File: src/rtl/ac_rx_pkg.sv
`timescale 1ns/1ps
package ac_rx_pkg;
  localparam int unsigned TAG_BITS   = 16;
  localparam int unsigned SLOT_BITS  = 20;
  localparam int unsigned DATA_SLOTS = 12;
  localparam int unsigned PCM_LO     = 3;
  localparam int unsigned PCM_HI     = 10;
  localparam int unsigned IDX_BITS   = 7;
  localparam int unsigned WDAT_BITS  = 16;
  localparam int unsigned ID_BITS    = 2;

  typedef enum logic {ROLE_PRIMARY, ROLE_SECONDARY} role_e;
endpackage

File: src/rtl/ac_rx_timer.sv
`timescale 1ns/1ps
module ac_rx_timer #(
  parameter int unsigned TAG_W     = 16,
  parameter int unsigned SLOT_W    = 20,
  parameter int unsigned NUM_SLOTS = 12,
  localparam int unsigned SIDX_W   = $clog2(NUM_SLOTS + 1),
  localparam int unsigned MAX_W    = (SLOT_W > TAG_W) ? SLOT_W : TAG_W,
  localparam int unsigned CNT_W    = $clog2(MAX_W)
) (
  input  logic              clk_i,
  input  logic              rst_ni,
  input  logic              sync_i,
  output logic              slot_end_o,
  output logic [SIDX_W-1:0] slot_idx_o
);
  logic              sync_q, active_q, last;
  logic [CNT_W-1:0]  bit_q;
  logic [SIDX_W-1:0] slot_q;
  logic              start;

  assign start = sync_i & ~sync_q;

  always_comb begin
    if (slot_q == '0) last = (bit_q == CNT_W'(TAG_W - 1));
    else              last = (bit_q == CNT_W'(SLOT_W - 1));
  end

  assign slot_end_o = active_q & last;
  assign slot_idx_o = slot_q;

  always_ff @(posedge clk_i or negedge rst_ni) begin
    if (!rst_ni) begin
      sync_q   <= 1'b0;
      active_q <= 1'b0;
      bit_q    <= '0;
      slot_q   <= '0;
    end else begin
      sync_q <= sync_i;
      if (start) begin
        // the bit on this edge closes the old frame; realign here
        active_q <= 1'b1;
        bit_q    <= '0;
        slot_q   <= '0;
      end else if (active_q) begin
        if (last) begin
          bit_q <= '0;
          if (slot_q == SIDX_W'(NUM_SLOTS)) active_q <= 1'b0;
          else                              slot_q   <= slot_q + 1'b1;
        end else begin
          bit_q <= bit_q + 1'b1;
        end
      end
    end
  end
endmodule

File: src/rtl/ac_rx_shift.sv
`timescale 1ns/1ps
module ac_rx_shift #(
  parameter int unsigned SLOT_W = 20
) (
  input  logic              clk_i,
  input  logic              rst_ni,
  input  logic              sdo_i,
  output logic [SLOT_W-1:0] word_o
);
  logic [SLOT_W-2:0] sh_q;

  always_ff @(posedge clk_i or negedge rst_ni) begin
    if (!rst_ni) sh_q <= '0;
    else         sh_q <= {sh_q[SLOT_W-3:0], sdo_i};
  end

  // includes the bit being sampled now, so a slot is whole on its last edge
  assign word_o = {sh_q, sdo_i};
endmodule

File: src/rtl/ac_rx_cmd.sv
`timescale 1ns/1ps
module ac_rx_cmd
  import ac_rx_pkg::*;
#(
  parameter int unsigned SIDX_W = 4,
  parameter int unsigned IDX_W  = 7,
  parameter int unsigned DATA_W = 16,
  parameter int unsigned ID_W   = 2
) (
  input  logic              clk_i,
  input  logic              rst_ni,
  input  logic              slot_end_i,
  input  logic [SIDX_W-1:0] slot_idx_i,
  input  logic [DATA_W-1:0] word_hi_i,
  input  logic [2:0]        tag_flags_i,
  input  logic [ID_W-1:0]   tag_id_i,
  input  logic [ID_W-1:0]   codec_id_i,
  input  logic              ready_i,
  output logic              req_o,
  output logic              wr_o,
  output logic [IDX_W-1:0]  idx_o,
  output logic [DATA_W-1:0] wdata_o
);
  role_e            role;
  logic             fv, v1, v2, id_hit, rd_ok, wr_ok;
  logic             rd_hit, wr_hit, hdr_cap;
  logic             hdr_rd_q;
  logic [IDX_W-1:0] hdr_idx_q;
  logic             w_rd;
  logic [IDX_W-1:0] w_idx;

  assign role   = (codec_id_i == '0) ? ROLE_PRIMARY : ROLE_SECONDARY;
  assign fv     = tag_flags_i[2] & ready_i;
  assign v1     = tag_flags_i[1];
  assign v2     = tag_flags_i[0];
  assign id_hit = (tag_id_i == codec_id_i);
  assign w_rd   = word_hi_i[DATA_W-1];
  assign w_idx  = word_hi_i[DATA_W-2 -: IDX_W];

  always_comb begin
    if (role == ROLE_PRIMARY) begin
      rd_ok = v1;
      wr_ok = v1 & v2;
    end else begin
      rd_ok = id_hit & ~v1 & ~v2;
      wr_ok = id_hit & ~v1 & ~v2;
    end
  end

  assign hdr_cap = slot_end_i & (slot_idx_i == SIDX_W'(1));
  assign rd_hit  = hdr_cap & fv & rd_ok & w_rd & ~w_idx[0];
  assign wr_hit  = slot_end_i & (slot_idx_i == SIDX_W'(2)) & fv & wr_ok
                 & ~hdr_rd_q & ~hdr_idx_q[0];

  always_ff @(posedge clk_i or negedge rst_ni) begin
    if (!rst_ni) begin
      hdr_rd_q  <= 1'b0;
      hdr_idx_q <= '0;
      req_o     <= 1'b0;
      wr_o      <= 1'b0;
      idx_o     <= '0;
      wdata_o   <= '0;
    end else begin
      req_o <= rd_hit | wr_hit;
      if (hdr_cap) begin
        hdr_rd_q  <= w_rd;
        hdr_idx_q <= w_idx;
      end
      if (rd_hit) begin
        wr_o  <= 1'b0;
        idx_o <= w_idx;
      end
      if (wr_hit) begin
        wr_o    <= 1'b1;
        idx_o   <= hdr_idx_q;
        wdata_o <= word_hi_i;
      end
    end
  end
endmodule

File: src/rtl/ac_rx_pcm.sv
`timescale 1ns/1ps
module ac_rx_pcm #(
  parameter int unsigned SLOT_W    = 20,
  parameter int unsigned SIDX_W    = 4,
  parameter int unsigned PCM_FIRST = 3,
  parameter int unsigned N_PCM     = 8
) (
  input  logic              clk_i,
  input  logic              rst_ni,
  input  logic              slot_end_i,
  input  logic [SIDX_W-1:0] slot_idx_i,
  input  logic [SLOT_W-1:0] word_i,
  input  logic              fv_i,
  input  logic [N_PCM-1:0]  valid_i,
  output logic [N_PCM-1:0]  stb_o,
  output logic [SLOT_W-1:0] data_o
);
  logic [N_PCM-1:0] hit;

  for (genvar i = 0; i < N_PCM; i++) begin : g_slot
    // valid_i is ordered MSB-first: its top bit belongs to the first playback slot
    assign hit[i] = slot_end_i & fv_i & valid_i[N_PCM-1-i]
                  & (slot_idx_i == SIDX_W'(PCM_FIRST + i));
  end

  always_ff @(posedge clk_i or negedge rst_ni) begin
    if (!rst_ni) begin
      stb_o  <= '0;
      data_o <= '0;
    end else begin
      stb_o <= hit;
      if (|hit) data_o <= word_i;
    end
  end
endmodule

File: src/rtl/ac_link_rx.sv
`timescale 1ns/1ps
module ac_link_rx
  import ac_rx_pkg::*;
#(
  parameter int unsigned TAG_W     = TAG_BITS,
  parameter int unsigned SLOT_W    = SLOT_BITS,
  parameter int unsigned NUM_SLOTS = DATA_SLOTS,
  parameter int unsigned PCM_FIRST = PCM_LO,
  parameter int unsigned PCM_LAST  = PCM_HI,
  parameter int unsigned IDX_W     = IDX_BITS,
  parameter int unsigned DATA_W    = WDAT_BITS,
  parameter int unsigned ID_W      = ID_BITS,
  localparam int unsigned N_PCM    = PCM_LAST - PCM_FIRST + 1,
  localparam int unsigned SIDX_W   = $clog2(NUM_SLOTS + 1),
  localparam int unsigned TAGH_W   = PCM_FIRST + N_PCM
) (
  input  logic              clk_i,
  input  logic              rst_ni,
  input  logic              sync_i,
  input  logic              sdo_i,
  input  logic              ready_i,
  input  logic [ID_W-1:0]   codec_id_i,
  output logic              reg_req_o,
  output logic              reg_wr_o,
  output logic [IDX_W-1:0]  reg_idx_o,
  output logic [DATA_W-1:0] reg_wdata_o,
  output logic [N_PCM-1:0]  pcm_stb_o,
  output logic [SLOT_W-1:0] pcm_data_o
);
  logic              slot_end;
  logic [SIDX_W-1:0] slot_idx;
  logic [SLOT_W-1:0] word;
  logic [TAGH_W-1:0] tag_hi_q;
  logic [ID_W-1:0]   tag_id_q;

  ac_rx_timer #(.TAG_W(TAG_W), .SLOT_W(SLOT_W), .NUM_SLOTS(NUM_SLOTS)) i_timer (
    .clk_i, .rst_ni, .sync_i,
    .slot_end_o(slot_end), .slot_idx_o(slot_idx)
  );

  ac_rx_shift #(.SLOT_W(SLOT_W)) i_shift (
    .clk_i, .rst_ni, .sdo_i, .word_o(word)
  );

  // tag flags: frame valid, command slots, then playback slots; ID at the bottom
  always_ff @(posedge clk_i or negedge rst_ni) begin
    if (!rst_ni) begin
      tag_hi_q <= '0;
      tag_id_q <= '0;
    end else if (slot_end && slot_idx == '0) begin
      tag_hi_q <= word[TAG_W-1 -: TAGH_W];
      tag_id_q <= word[ID_W-1:0];
    end
  end

  ac_rx_cmd #(.SIDX_W(SIDX_W), .IDX_W(IDX_W), .DATA_W(DATA_W), .ID_W(ID_W)) i_cmd (
    .clk_i, .rst_ni,
    .slot_end_i(slot_end), .slot_idx_i(slot_idx),
    .word_hi_i(word[SLOT_W-1 -: DATA_W]),
    .tag_flags_i(tag_hi_q[TAGH_W-1 -: 3]), .tag_id_i(tag_id_q),
    .codec_id_i, .ready_i,
    .req_o(reg_req_o), .wr_o(reg_wr_o), .idx_o(reg_idx_o), .wdata_o(reg_wdata_o)
  );

  ac_rx_pcm #(.SLOT_W(SLOT_W), .SIDX_W(SIDX_W), .PCM_FIRST(PCM_FIRST), .N_PCM(N_PCM)) i_pcm (
    .clk_i, .rst_ni,
    .slot_end_i(slot_end), .slot_idx_i(slot_idx), .word_i(word),
    .fv_i(tag_hi_q[TAGH_W-1]), .valid_i(tag_hi_q[N_PCM-1:0]),
    .stb_o(pcm_stb_o), .data_o(pcm_data_o)
  );
endmodule

File: config.mk
export PLATFORM = sky130hd
export DESIGN_NAME = ac_link_rx
export DESIGN_NICKNAME = d
export VERILOG_FILES = /design/src/rtl/ac_rx_pkg.sv /design/src/rtl/ac_rx_timer.sv /design/src/rtl/ac_rx_shift.sv /design/src/rtl/ac_rx_cmd.sv /design/src/rtl/ac_rx_pcm.sv /design/src/rtl/ac_link_rx.sv
export SDC_FILE = /design/constraint.sdc
export NUM_CORES = 1
export LEC_CHECK = 0
export BUFFER_PORTS_ARGS = -buffer_cell sky130_fd_sc_hd__buf_2
export CAP_MARGIN = 20
export CORE_ASPECT_RATIO = 2
export CORE_MARGIN = 4
export CORE_UTILIZATION = 60
export DETAILED_ROUTE_END_ITERATION = 6
export PLACE_DENSITY = 0.83
export SETUP_SLACK_MARGIN = 0.02
export SKIP_LAST_GASP = 1
export SLEW_MARGIN = 20
export SYNTH_ARGS = -nofsm -noshare
export SYNTH_HDL_FRONTEND = slang
export SYNTH_SLANG_ARGS = --single-unit
File: constraint.sdc
create_clock -name clk_i -period 6.6 [get_ports clk_i]
set_clock_uncertainty 0.05 [all_clocks]
set_input_delay 0.99 -clock clk_i [delete_from_list [all_inputs] [get_ports clk_i]]
set_output_delay 0.99 -clock clk_i [all_outputs]
set_load 0.1 [all_outputs]
# ---- Word level (Yosys, flattened, before mapping)
# Index checks and enable logic that the tools add are counted.
dict set report classes {
  add_sub_neg 2
  n_mul 0
  n_div 0
  order_cmp 0
  n_eq_ne 15
  n_shift 0
  muxes 18
  bitwise 40
  n_reduce_logical 8
}
# cell count
set op_table {}
lappend op_table {{AND 1 bit} 33}
lappend op_table {{equality test 4 x 3 -> 1 bit (second input constant)} 4}
lappend op_table {{equality test 4 bit (second input constant)} 4}
lappend op_table {{2-to-1 mux 4 bit} 4}
lappend op_table {{2-to-1 mux 5 bit} 3}
lappend op_table {{2-to-1 mux 7 bit} 2}
lappend op_table {{2-to-1 mux 1 bit} 9}
lappend op_table {{equality test 4 x 2 -> 1 bit (second input constant)} 2}
lappend op_table {{OR reduction 8 bit} 1}
lappend op_table {{NOT 1 bit} 6}
lappend op_table {{nonzero test 2 bit} 3}
lappend op_table {{adder 5 x 1 -> 5 bit (second input constant)} 1}
lappend op_table {{equality test 5 x 4 -> 1 bit (second input constant)} 1}
lappend op_table {{equality test 5 bit (second input constant)} 1}
lappend op_table {{adder 4 x 1 -> 4 bit (second input constant)} 1}
lappend op_table {{equality test 4 x 1 -> 1 bit (second input constant)} 1}
lappend op_table {{logical NOT 4 bit} 1}
lappend op_table {{AND reduction 3 bit} 1}
lappend op_table {{equality test 2 bit} 1}
lappend op_table {{logical NOT 2 bit} 1}
lappend op_table {{!= test 2 x 1 -> 1 bit (second input constant)} 1}
lappend op_table {{logical AND 1 bit} 1}
lappend op_table {{bitwise OR 1 bit} 1}
dict set report totals {
  reg_bits 104
  latchBits 0
  ram_bits 0
  rom_bits 0
  input_bits 7
  out_inout_bits 53
  wordCells 98
  n_memories 0
}

# ---- Depth between registers and ports, before layout
# Gate-level depths: netlist of the first run.
dict set report logic_depth {
  depth_word 10
  ltp_mapped 10
  ltp_nobuf 7
}

# ---- By module
# Synthesis of the first run repeated with hierarchy kept, for this count alone.
dict set report hier_totals {
  cells_unflattened 296
  area_unflattened_um2 4319.1
}
# module n_inst cells_each area_per_inst_um2 seq_area_each_um2
set by_module_without_submodules {}
lappend by_module_without_submodules {ac_rx_cmd 1 92 1451.4 825.8}
lappend by_module_without_submodules {ac_rx_pcm 1 74 1123.6 700.7}
lappend by_module_without_submodules {ac_rx_timer 1 81 750.7 275.3}
lappend by_module_without_submodules {ac_link_rx 1 29 510.5 325.3}
lappend by_module_without_submodules {ac_rx_shift 1 20 483.0 475.5}

# ---- Worst setup path before layout of the first run
# OpenSTA, ideal clock, no wires.
dict set report synth_path {
  kind {in2reg}
  start {in codec_id_i[1]}
  end {reg i_cmd.wdata_o[10]}
  arrival_ns 2.527
  required_time_ns 6.425
  slack_ns 3.898
  cell_stages 8
  cell_sequence {a211o_1 > nand3_1 > or4b_1 > buf_2 > or2_1 > buf_6 > buf_8 > mux2_4}
}
dict set report synth_via {
  elab_chain_len 7
}
# element line_no
set synth_lines {}
lappend synth_lines {{start, declared} ac_link_rx.sv:22} ;# input logic [ID_W-1:0] codec_id_i,
lappend synth_lines {{equality test 2 bit} ac_rx_cmd.sv:36} ;# assign id_hit = (tag_id_i == codec_id_i);
lappend synth_lines {{AND 1 bit (2 in a row)} ac_rx_cmd.sv:46} ;# wr_ok = id_hit & ~v1 & ~v2;
lappend synth_lines {{2-to-1 mux 1 bit *} ac_rx_cmd.sv:41} ;# if (role == ROLE_PRIMARY) begin
lappend synth_lines {{AND 1 bit *} ac_rx_cmd.sv:52} ;# assign wr_hit = slot_end_i & (slot_idx_i == SIDX_W'(2)) & fv & wr_ok
lappend synth_lines {{AND 1 bit * (2 in a row)} ac_rx_cmd.sv:53} ;# & ~hdr_rd_q & ~hdr_idx_q[0];
lappend synth_lines {{end signal, assigned} ac_rx_cmd.sv:76} ;# wdata_o <= word_hi_i;
lappend synth_lines {{end, declared} ac_rx_cmd.sv:22} ;# output logic [DATA_W-1:0] wdata_o
# Mark *: on every way between the ends. The rest lies on a longest branch, timed or not.
# A chain may end at the register's enable or synchronous reset.

# ---- Final worst setup path of the first run
dict set report layout_path {
  start {reg i_timer.slot_q[0], in the netlist i_timer.slot_idx_o[0]}
  end {reg i_cmd.wdata_o[0]}
}
dict set report layout_via {
  elab_chain_len 8
}
# element line_no
set layout_lines {}
lappend layout_lines {{start, declared} ac_rx_timer.sv:18} ;# logic [SIDX_W-1:0] slot_q;
lappend layout_lines {{start signal, assigned} ac_rx_timer.sv:48} ;# else slot_q <= slot_q + 1'b1;
lappend layout_lines {{logical NOT 4 bit} ac_rx_timer.sv:24} ;# if (slot_q == '0) last = (bit_q == CNT_W'(TAG_W - 1));
lappend layout_lines {{2-to-1 mux 1 bit} ac_rx_timer.sv:24}
lappend layout_lines {{AND 1 bit} ac_rx_timer.sv:28} ;# assign slot_end_o = active_q & last;
lappend layout_lines {{AND 1 bit * (3 in a row)} ac_rx_cmd.sv:52}
lappend layout_lines {{AND 1 bit * (2 in a row)} ac_rx_cmd.sv:53}
# Marks and branches as above.

==> results of run 1 <==
## per-layer routing
metal | routed length [um] | part of all wire [%] | vias to the layer above
met5 | 0 | 0 | -
met2 | 4310 | 55 | 45
met1 | 3060 | 39 | 1241
met3 | 346 | 4.4 | 11
met4 | 138 | 1.8 | 0
li1 | - | - | 1127
## critical path, delay by kind of cell (launching register included)
family | cells | cell delay, ns
flip-flops | 1 | 0.41
multiplexers | 2 | 0.93
adder cells (fa/ha/maj) | 1 | 0.21
AND/OR/NAND/NOR | 3 | 1.37
buffers and inverters | 1 | 0.13
## synth_stat cells (2+ instances only)
master / n
a2bb2oi_1: 6
dfrtp_1: 104
nand4_1: 4
buf_1: 2
buf_2: 3
nor2_1: 17
xnor2_1: 2
ha_1: 5
and4_1: 2
and3_1: 4
nand2b_1: 3
a311oi_1: 2
nor3_1: 5
clkbuf_1: 4
mux2i_1: 2
mux2_4: 9
nand3_1: 8
a21boi_0: 2
a21oi_1: 8
nor2b_1: 2
o22ai_1: 7
mux2_2: 48
nand2_1: 13
inv_1: 4
o21ai_0: 3
## registers in the layout (all words and copies together), names as in the netlist, 4 cells and up
name and flops:
i_timer.bit_q 5, i_pcm.data_o 20, i_shift.sh_q 19, i_cmd.hdr_idx_q 7, tag_hi_q 11, i_pcm.stb_o 8, i_timer.slot_idx_o 4, i_cmd.idx_o 7
i_cmd.wdata_o 16
## path summary, 6_finish.rpt
kind / startpoint / endpoint / slack (ns) / cells past startpoint
worst max register to register: i_timer.slot_idx_o[0] / i_cmd.wdata_o[0] / 3.38 / 7
worst max-delay path: i_timer.slot_idx_o[0] / i_cmd.wdata_o[0] / 3.38 / 7
worst min-delay path: i_shift.sh_q[1] / i_shift.sh_q[2] / 0.33 / 0
worst min register to register: i_shift.sh_q[1] / i_shift.sh_q[2] / 0.33 / 0
max in group asynchronous: rst_ni / i_timer.bit_q[3] / 4.78 / 2
min in group asynchronous: rst_ni / i_pcm.data_o[19] / 0.62 / 1
## cells by family (layout without fill, tap and decap cells)
group	after synthesis	in the layout	share of synthesized area [%]
adders and majority gates	5	5	1.55
xor gates and xnor gates	3	3	0.650
buffers and inverters	15	80	1.95
and+or+nand+nor	68	68	8.79
DFF	104	104	64.4
AOI/OAI and AO/OA	31	31	5.17
muxes	60	60	17.5
## power by group through the flow
stage	sequential (W)	combinational (W)	clock, W
final	0.000724	0.0000970	0.000528
after global routing	0.000728	0.000111	0.000565
after CTS	0.000723	0.0000982	0.000534
after detailed placement	0.000735	0.0000970	0
after global placement	0.000733	0.0000913	0
after floorplan	0.000722	0.0000676	0
## through the flow
| step | power [W] | cell area [um2] |
|---|---|---|
| after floorplan | 0.000789 | 4040 |
| after global placement | 0.000824 | 4400 |
| after detailed placement | 0.000832 | 4400 |
| after CTS | 0.00136 | 4700 |
| after global routing | 0.00141 | 4700 |
| final | 0.00135 | 4700 |
## layout make-up
cell class	instances	share of cell area, %
clock buffers	11	5.16
clock inverters	5	1.20
inverters	4	0.319
multi-input cells	167	29.2
flip-flops and latches	104	55.3
well taps	88	2.34
repair buffers	60	6.49
==> impl_metrics.py, run 1 <==
metrics = {
    "outcome": {
        "status": "finished clean",
    },
    "setup_path": {
        "critPathLaunchType": "flop",
        "critical_path.max_stage_delay_ns": 0.76,
        "crit_slowest_cell": "or2_1",
        "cp_max_fo": 17,
        "crit_chain": "inv_1, ha_1, nor3b_2, mux2_1, or4b_1, or2_1, mux2_2",
        "arrival_ns": 3.40,
        "critPathKind": "flop to flop",
        "cp.required_ns": 6.78,
        "endpoint_kind": "flop",
    },
    "synthesis": {
        "ys_warn_count": 0,
        "syn_nets": 298,
        "yosysTopAreaCell": "dfrtp_1",
        "synth-seq-area-share_pct": 64.4,
        "synth_area_um2": 4040,
        "avgSynthCellArea_um2": 14.1,
        "synth-seq-cells": 104,
        "async_flop_share_pct": 100,
        "synthCells": 286,
        "ys_types": 42,
        "synthTopCellsByArea": "dfrtp_1, mux2_2, mux2_4",
        "synth_enable_flop_cells": 0,
        "yosys_most_used_dff": "dfrtp_1",
        "yosys.area.top_type_share_pct": 64.4,
    },
    "die": {
        "die-area_um2": 8190,
        "die_y_um": 124,
        "start_util_pct": 61.5,
        "ioPinCount": 60,
        "core_region_area_um2": 6570,
        "die_x_um": 66.0,
        "num_rows": 42,
    },
    "layout": {
        "fin_util_pct": 71.6,
        "multi_input_area_um2": 1370,
        "final_common_cell": "dfrtp_1",
        "num_antenna_cells": 0,
        "area_growth_syn_to_layout_pct": 16.4,
        "finalNetCount": 358,
        "register_area_um2": 2600,
        "drive_gt1_share_pct": 38.7,
        "fill_cells": 447,
        "final_cell_mix": "dfrtp_1, buf_2, mux2_2",
        "final_cell_count_no_fill": 439,
    },
    "clocking": {
        "numCtsBuffers": 9,
        "cts_sinks": 104,
        "cts.path.max_buffers": 2,
        "clk_pin_slew_ns": 0.06,
        "ctsResizeCount": 0,
        "clk_latency_ns": 0.35,
        "postCtsHoldBufs": 0,
        "cts_root_buf": "clkbuf_16",
        "postCtsSetupBuffers": 0,
        "cts_max_level": 3,
        "cts_tree": "yes",
    },
    "placement": {
        "port_buffers": 59,
        "pre_cts_ws_ns": 3.40,
        "place_inst": 423,
        "gp_congestion": 0.848,
        "hpwl_um": 5450,
    },
    "pwr": {
        "vdd_ir_drop_max_mv": 0.252,
        "p_comb_share_pct": 7.2,
        "p_switching_w": 0.000319,
        "pwr-share-clk_pct": 39.1,
        "p_int_w": 0.00103,
        "p_leak_nw": 2.49,
        "p_sw_share_pct": 23.6,
        "seq_power_share_pct": 53.7,
        "powerDensity_nw_per_um2": 287,
    },
    "sta": {
        "worst_slack_ns": 3.38,
        "fmax_ghz": 0.311,
        "rsz0062_at_grt": "no",
        "hold_violations": 0,
        "fin_tns_setup_ns": 0,
        "hold_ws_ns": 0.326,
        "slew_violations": 0,
        "fin_crit_sh_pct": 48.8,
        "min_period_ns": 3.22,
        "setup_viol": 0,
        "tightest_slew_ns": 0.920,
        "slew-limit-headroom_pct": 38.7,
    },
    "grt": {
        "busiest_layer": "met2",
        "grt_pass1_vias": 2603,
        "grt.total_usage_pct": 21.5,
        "grt_start_max_net_pins": 54,
        "grt_use_met3_pct": 6.86,
        "met2_usage_pct": 37.3,
        "antenna_found_initial": 0,
        "grt_pass1_wl_um": 12900,
        "grt_overflow": 0,
        "met1_usage_pct": 24.3,
    },
    "routing": {
        "drt-pass1-iter-count": 4,
        "detail_route.wl_per_cell_um": 17.9,
        "drtIter0Drc": 113,
        "vias": 2424,
        "drc": 0,
        "ant_nets": 0,
        "vias_per_cell": 5.52,
        "wl_um": 7860,
    },
    "flow_run": {
        "maxCapViolCount": 0,
    },
    "min_path": {
        "hp-class": "flop to flop",
    },
}
Power figures use the tool's default switching activity.
==> run 2: changes to the inputs <==
--- a/config.mk
+++ b/config.mk
@@ -5,13 +5,14 @@
 export SDC_FILE = /design/constraint.sdc
 export NUM_CORES = 1
 export LEC_CHECK = 0
+export ABC_AREA = 1
 export BUFFER_PORTS_ARGS = -buffer_cell sky130_fd_sc_hd__buf_2
 export CAP_MARGIN = 20
 export CORE_ASPECT_RATIO = 2
 export CORE_MARGIN = 4
-export CORE_UTILIZATION = 60
+export CORE_UTILIZATION = 56
 export DETAILED_ROUTE_END_ITERATION = 6
-export PLACE_DENSITY = 0.83
+export PLACE_DENSITY = 0.78
 export SETUP_SLACK_MARGIN = 0.02
 export SKIP_LAST_GASP = 1
 export SLEW_MARGIN = 20
==> constraint.sdc (replaced) <==
create_clock -name clk_i -period 3.2 [get_ports clk_i]
set_clock_uncertainty 0.05 [all_clocks]
set_input_delay 0.48 -clock clk_i [delete_from_list [all_inputs] [get_ports clk_i]]
set_output_delay 0.48 -clock clk_i [all_outputs]
set_load 0.1 [all_outputs]
==> impl_metrics.py, run 2 <==
metrics = {
    "synthesis": {
        "synth-seq-cells": 104,
        "syn_nets": 463,
        "avgSynthCellArea_um2": 9.29,
        "synthTopCellsByArea": "dfrtp_1, nand2_1, o21ai_0",
        "ys_warn_count": 0,
        "synth_enable_flop_cells": 0,
        "yosys_most_used_dff": "dfrtp_1",
        "synthTopCellsByCount": "nand2_1, dfrtp_1, inv_1",
        "synth_most_common_cell": "nand2_1",
        "yosys.area.top_type_share_pct": 62.1,
        "synth-seq-area-share_pct": 62.1,
        "yosysTopAreaCell": "dfrtp_1",
        "async_flop_share_pct": 100,
        "synth_area_um2": 4190,
        "synthCells": 451,
        "ys_types": 25,
    },
    "routing": {
        "detail_route.wl_per_cell_um": 15.3,
        "ant_nets": 0,
        "vias": 3252,
        "drc": 0,
        "wl_um": 9290,
        "drt-pass1-iter-count": 5,
        "drtIter0Drc": 267,
        "vias_per_cell": 5.37,
    },
    "die": {
        "core_region_area_um2": 7270,
        "die_x_um": 69.2,
        "die-area_um2": 9010,
        "ioPinCount": 60,
        "num_rows": 44,
        "start_util_pct": 57.7,
        "die_y_um": 130,
    },
    "sta": {
        "tightest_slew_ns": 0.734,
        "setup_viol": 0,
        "slew_violations": 0,
        "slew-limit-headroom_pct": 51.0,
        "hold_ws_ns": 0.136,
        "fmax_ghz": 0.372,
        "min_period_ns": 2.69,
        "hold_violations": 0,
        "worst_slack_ns": 0.515,
        "fin_crit_sh_pct": 83.9,
        "fin_tns_setup_ns": 0,
        "rsz0062_at_grt": "no",
    },
    "layout": {
        "final_common_cell": "nand2_1",
        "largest_reg_flops": 20,
        "final_cell_mix": "nand2_1, dfrtp_1, buf_2",
        "num_antenna_cells": 0,
        "top_register": "i_pcm.data_o",
        "drive_gt1_share_pct": 17.1,
        "area_growth_syn_to_layout_pct": 15.6,
        "finalNetCount": 521,
        "fill_cells": 605,
        "reg.largest.list": "i_pcm.data_o: 20 flops, i_shift.sh_q: 19 flops, i_cmd.wdata_o: 16 flops",
    },
    "pwr": {
        "p_leak_nw": 2.70,
        "vdd_ir_drop_max_mv": 0.447,
        "powerDensity_nw_per_um2": 681,
    },
    "grt": {
        "antenna_found_initial": 0,
        "grt_start_max_net_pins": 60,
        "grt_pass1_wl_um": 15400,
        "grt.total_usage_pct": 22.1,
        "grt_pass1_vias": 3212,
        "grt_overflow": 0,
    },
    "clocking": {
        "cts_root_buf": "clkbuf_16",
        "cts_sinks": 104,
        "clk_latency_ns": 0.35,
        "ctsResizeCount": 0,
        "clk_pin_slew_ns": 0.07,
        "postCtsSetupBuffers": 0,
        "cts.path.max_buffers": 2,
        "postCtsHoldBufs": 0,
        "cts_max_level": 3,
        "cts_tree": "yes",
        "numCtsBuffers": 9,
    },
    "placement": {
        "gp_congestion": 0.920,
        "pre_cts_ws_ns": 0.555,
        "hpwl_um": 6660,
        "port_buffers": 59,
    },
    "setup_path": {
        "r2r_start": "i_timer.slot_idx_o[0]",
        "crit_path_start": "i_timer.slot_idx_o[0]",
        "cp.required_ns": 3.44,
        "arrival_ns": 2.93,
        "endpoint_kind": "flop",
        "critPathKind": "flop to flop",
        "critPathLaunchType": "flop",
        "cp_max_fo": 12,
    },
    "outcome": {
        "status": "finished clean",
    },
    "flow_run": {
        "maxCapViolCount": 0,
    },
    "min_path": {
        "hp-class": "primary input to async pin",
    },
}
run 2: changes by cell type after synthesis, moves of 6 or more:
cell and change:
nand2_1 +115, inv_1 +45, a2bb2oi_1 -6, nor2_1 +17
o21ai_0 +40, o22ai_1 -7, mux2_2 -48, nand3_1 +26
mux2_4 -9
run 2: kinds of logic (layout without fill, tap and decap cells):
kind of cell    Yosys count  after routing  share of synthesized area, %
compound gates           53             53                          6.51
xor+xnor                  4              4                         0.836
fa+ha+maj                 5              5                          1.49
simple gates            219            219                          22.3
buf+inv                  66            129                          6.72
flops                   104            104                          62.1
run 2: area by class of cell:
type	instances	area [um2]	share of cell area, %
flip-flops and latches	104	2600	53.7
clock inverters	5	57.6	1.19
clock buffers	11	233	4.81
well taps	92	115	2.38
inverters	50	188	3.88
repair buffers	63	340	7.03
multi-input cells	281	1310	27.0
run 2: report_power, final:
| part | internal (W) | leakage, nW | switching [W] |
|---|---|---|---|
| sequential | 0.00148 | 1.37 | 0.000140 |
| clock | 0.000605 | 0.132 | 0.000470 |
| combinational | 0.000176 | 1.21 | 0.000423 |
run 2: path summary, 6_finish.rpt:
path                                endpoint  slack, ns  depth (start not counted)
max                           i_cmd.idx_o[1]       0.51                         12
min                         i_cmd.wdata_o[4]       0.14                          1
max reg2reg                   i_cmd.idx_o[1]       0.51                         12
min reg2reg                  i_shift.sh_q[2]       0.34                          0
max in group asynchronous  i_cmd.wdata_o[12]       2.28                          2
min in group clk_i            i_timer.sync_q       0.20                          1
run 2: critical path: stages, from the launching register on:
cell	delay [ns]
dfrtp_1	0.42
inv_1	0.14
ha_1	0.25
nand2_1	0.10
nand2_1	0.07
nand2_1	0.05
nor2_2	0.36
nand2_2	0.19
nor2_2	0.37
nand3_2	0.26
nand2_2	0.21
nand2_1	0.09
nand2_1	0.06
run 2: metrics by stage:
stage	std cells	area, um2	power (W)	util (%)
floorplan	451	4190	0.00206	-
global placement	590	4550	0.00222	62.6
detailed placement	590	4550	0.00224	62.6
CTS	606	4840	0.00331	66.6
global route	606	4840	0.00346	66.6
finish	606	4840	0.00330	66.6
run 2: layer usage:
metal / global-route usage (%) / part of all wire, %
met1: 24.2 / 39
met4: 11.5 / 4.3
met5: 0 / 0
met2: 39.2 / 53
met3: 5.55 / 4.4
==> run 3: changes to the inputs <==
==> constraint.sdc (replaced) <==
create_clock -name clk_i -period 2.49 [get_ports clk_i]
set_clock_uncertainty 0.05 [all_clocks]
set_input_delay 0.3735 -clock clk_i [delete_from_list [all_inputs] [get_ports clk_i]]
set_output_delay 0.3735 -clock clk_i [all_outputs]
set_load 0.1 [all_outputs]
==> impl_metrics.py, run 3 (synthesis results as in run 2) <==
metrics = {
    "sta": {
        "fin_tns_setup_ns": 0,
        "rsz0062_at_grt": "no",
        "tightest_slew_ns": 0.520,
        "min_period_ns": 2.30,
        "slew-limit-headroom_pct": 65.3,
        "slew_violations": 0,
        "hold_violations": 0,
        "fmax_ghz": 0.434,
        "setup_viol": 0,
        "fin_crit_sh_pct": 92.5,
        "worst_slack_ns": 0.188,
    },
    "layout": {
        "final_cell_mix": "nand2_1, dfrtp_1, buf_2",
        "fin_util_pct": 67.8,
        "fin_area_um2": 4920,
        "drive_gt1_share_pct": 17.9,
        "largest_reg_flops": 20,
        "final_cell_count_no_fill": 611,
        "finalNetCount": 526,
        "reg.largest.list": "i_pcm.data_o: 20 flops, i_shift.sh_q: 19 flops, i_cmd.wdata_o: 16 flops",
        "final_common_cell": "nand2_1",
        "top_register": "i_pcm.data_o",
        "area_growth_syn_to_layout_pct": 17.5,
        "num_antenna_cells": 0,
    },
    "setup_path": {
        "cp_max_fo": 20,
        "arrival_ns": 2.53,
        "critPathLaunchType": "flop",
        "rr_worst_depth": 12,
        "cp.required_ns": 2.72,
        "reg2reg_setup_slack_ns": 0.19,
        "timing.rr.end": "i_pcm.data_o[17]",
        "critPathKind": "flop to flop",
        "r2r_start": "i_timer.slot_idx_o[1]",
        "endpoint_kind": "flop",
    },
    "placement": {
        "port_buffers": 59,
        "placed_area_um2": 4590,
        "pre_cts_ws_ns": 0.228,
        "place_inst": 594,
        "gp_congestion": 0.899,
        "hpwl_um": 6850,
    },
    "flow_run": {
        "maxCapViolCount": 0,
    },
    "routing": {
        "ant_nets": 0,
        "routed-wl-met3_um": 473,
        "drc": 0,
        "routedLengthMet1_um": 3380,
        "wl_um": 9190,
        "drtIter0Drc": 216,
        "vias": 3219,
        "detail_route.wl_per_cell_um": 15.0,
        "route.met2.wl_um": 5030,
        "drt-pass1-iter-count": 5,
        "dr.max_layer_used": "met4",
        "vias_per_cell": 5.27,
    },
    "pwr": {
        "powerDensity_nw_per_um2": 884,
        "p_leak_nw": 2.75,
        "vdd_ir_drop_max_mv": 0.920,
    },
    "grt": {
        "grt_overflow": 0,
        "antenna_found_initial": 0,
        "grt_start_max_net_pins": 42,
        "grt_pass1_wl_um": 15200,
        "grt.total_usage_pct": 22.0,
        "grt_pass1_vias": 3189,
    },
    "die": {
        "die-area_um2": 9010,
        "num_rows": 44,
        "core_region_area_um2": 7270,
        "ioPinCount": 60,
        "start_util_pct": 57.7,
        "die_x_um": 69.2,
        "die_y_um": 130,
    },
    "clocking": {
        "cts_tree": "yes",
        "numCtsBuffers": 9,
        "cts_max_level": 3,
        "clk_pin_slew_ns": 0.06,
        "cts_root_buf": "clkbuf_16",
        "cts.path.max_buffers": 2,
        "clk_latency_ns": 0.35,
        "cts_sinks": 104,
    },
    "min_path": {
        "min-delay-start": "sync_i",
        "min_path_cells": 1,
        "hp-class": "primary input to flop",
        "min_to": "i_timer.sync_q",
    },
    "outcome": {
        "status": "finished clean",
    },
}
==> run 3: routing by layer <==
layer	track usage [%]	up-vias
li1	-	1558
met1	24.0	1537
met2	38.9	98
met3	6.09	26
met4	11.0	0
met5	0	-
==> run 3: timing repair <==
action / CTS / global route
buffers inserted: 0 / 0
endpoints found under the hold margin: 39 / 0
endpoints found under the setup margin: 0 / 3
gates resized for setup: 0 / 2
hold buffers: 1 / 0
==> run 3: through the flow <==
stage	hold slack, ns	power (W)
CTS	0.0906	0.00438
global placement	0.313	0.00287
global route	0.0878	0.00458
floorplan	0.0279	0.00265
detailed placement	0.315	0.00291
finish	0.0959	0.00435
==> run 3: final cells by class <==
class                           instances  area [um2]
Clock buffer                           11         233
Clock inverter                          5        81.3
Fill cell                             604        2340
Inverter                               50         188
Multi-Input combinational cell        281        1310
Sequential cell                       104        2600
Tap cell                               92         115
Timing Repair Buffer                   68         397
==> run 3: where the power goes <==
part,switching [W],total [W],leakage [nW],internal [W]
Sequential,0.000188,0.00209,1.37,0.00191
Combinational,0.000552,0.000787,1.24,0.000236
Clock,0.000592,0.00147,0.150,0.000881
==> run 3: worst max path at each step <==
| stage | start | endpoint | slack (ns) |
|---|---|---|---|
| after global routing | i_timer.slot_idx_o[1] | i_pcm.data_o[17] | 0.02 |
| after floorplan | i_timer.slot_idx_o[0] | i_pcm.data_o[16] | 0.61 |
| after CTS | i_timer.slot_idx_o[1] | i_pcm.data_o[17] | 0.21 |
| after detailed placement | i_timer.slot_idx_o[1] | i_pcm.data_o[17] | 0.23 |
| after global placement | i_timer.slot_idx_o[1] | i_pcm.data_o[18] | 0.32 |
| final | i_timer.slot_idx_o[1] | i_pcm.data_o[17] | 0.19 |
==> run 3: critical path: stages, from the launching register on <==
cell and delay (ns):
dfrtp_1 0.44, inv_1 0.12, ha_1 0.27, nand2_1 0.10, nor2_1 0.12, nor2_2 0.07
buf_4 0.17, nand4_1 0.13, nand2_1 0.07, nor2_1 0.17, buf_4 0.29, nand3_1 0.12
nand2_1 0.09
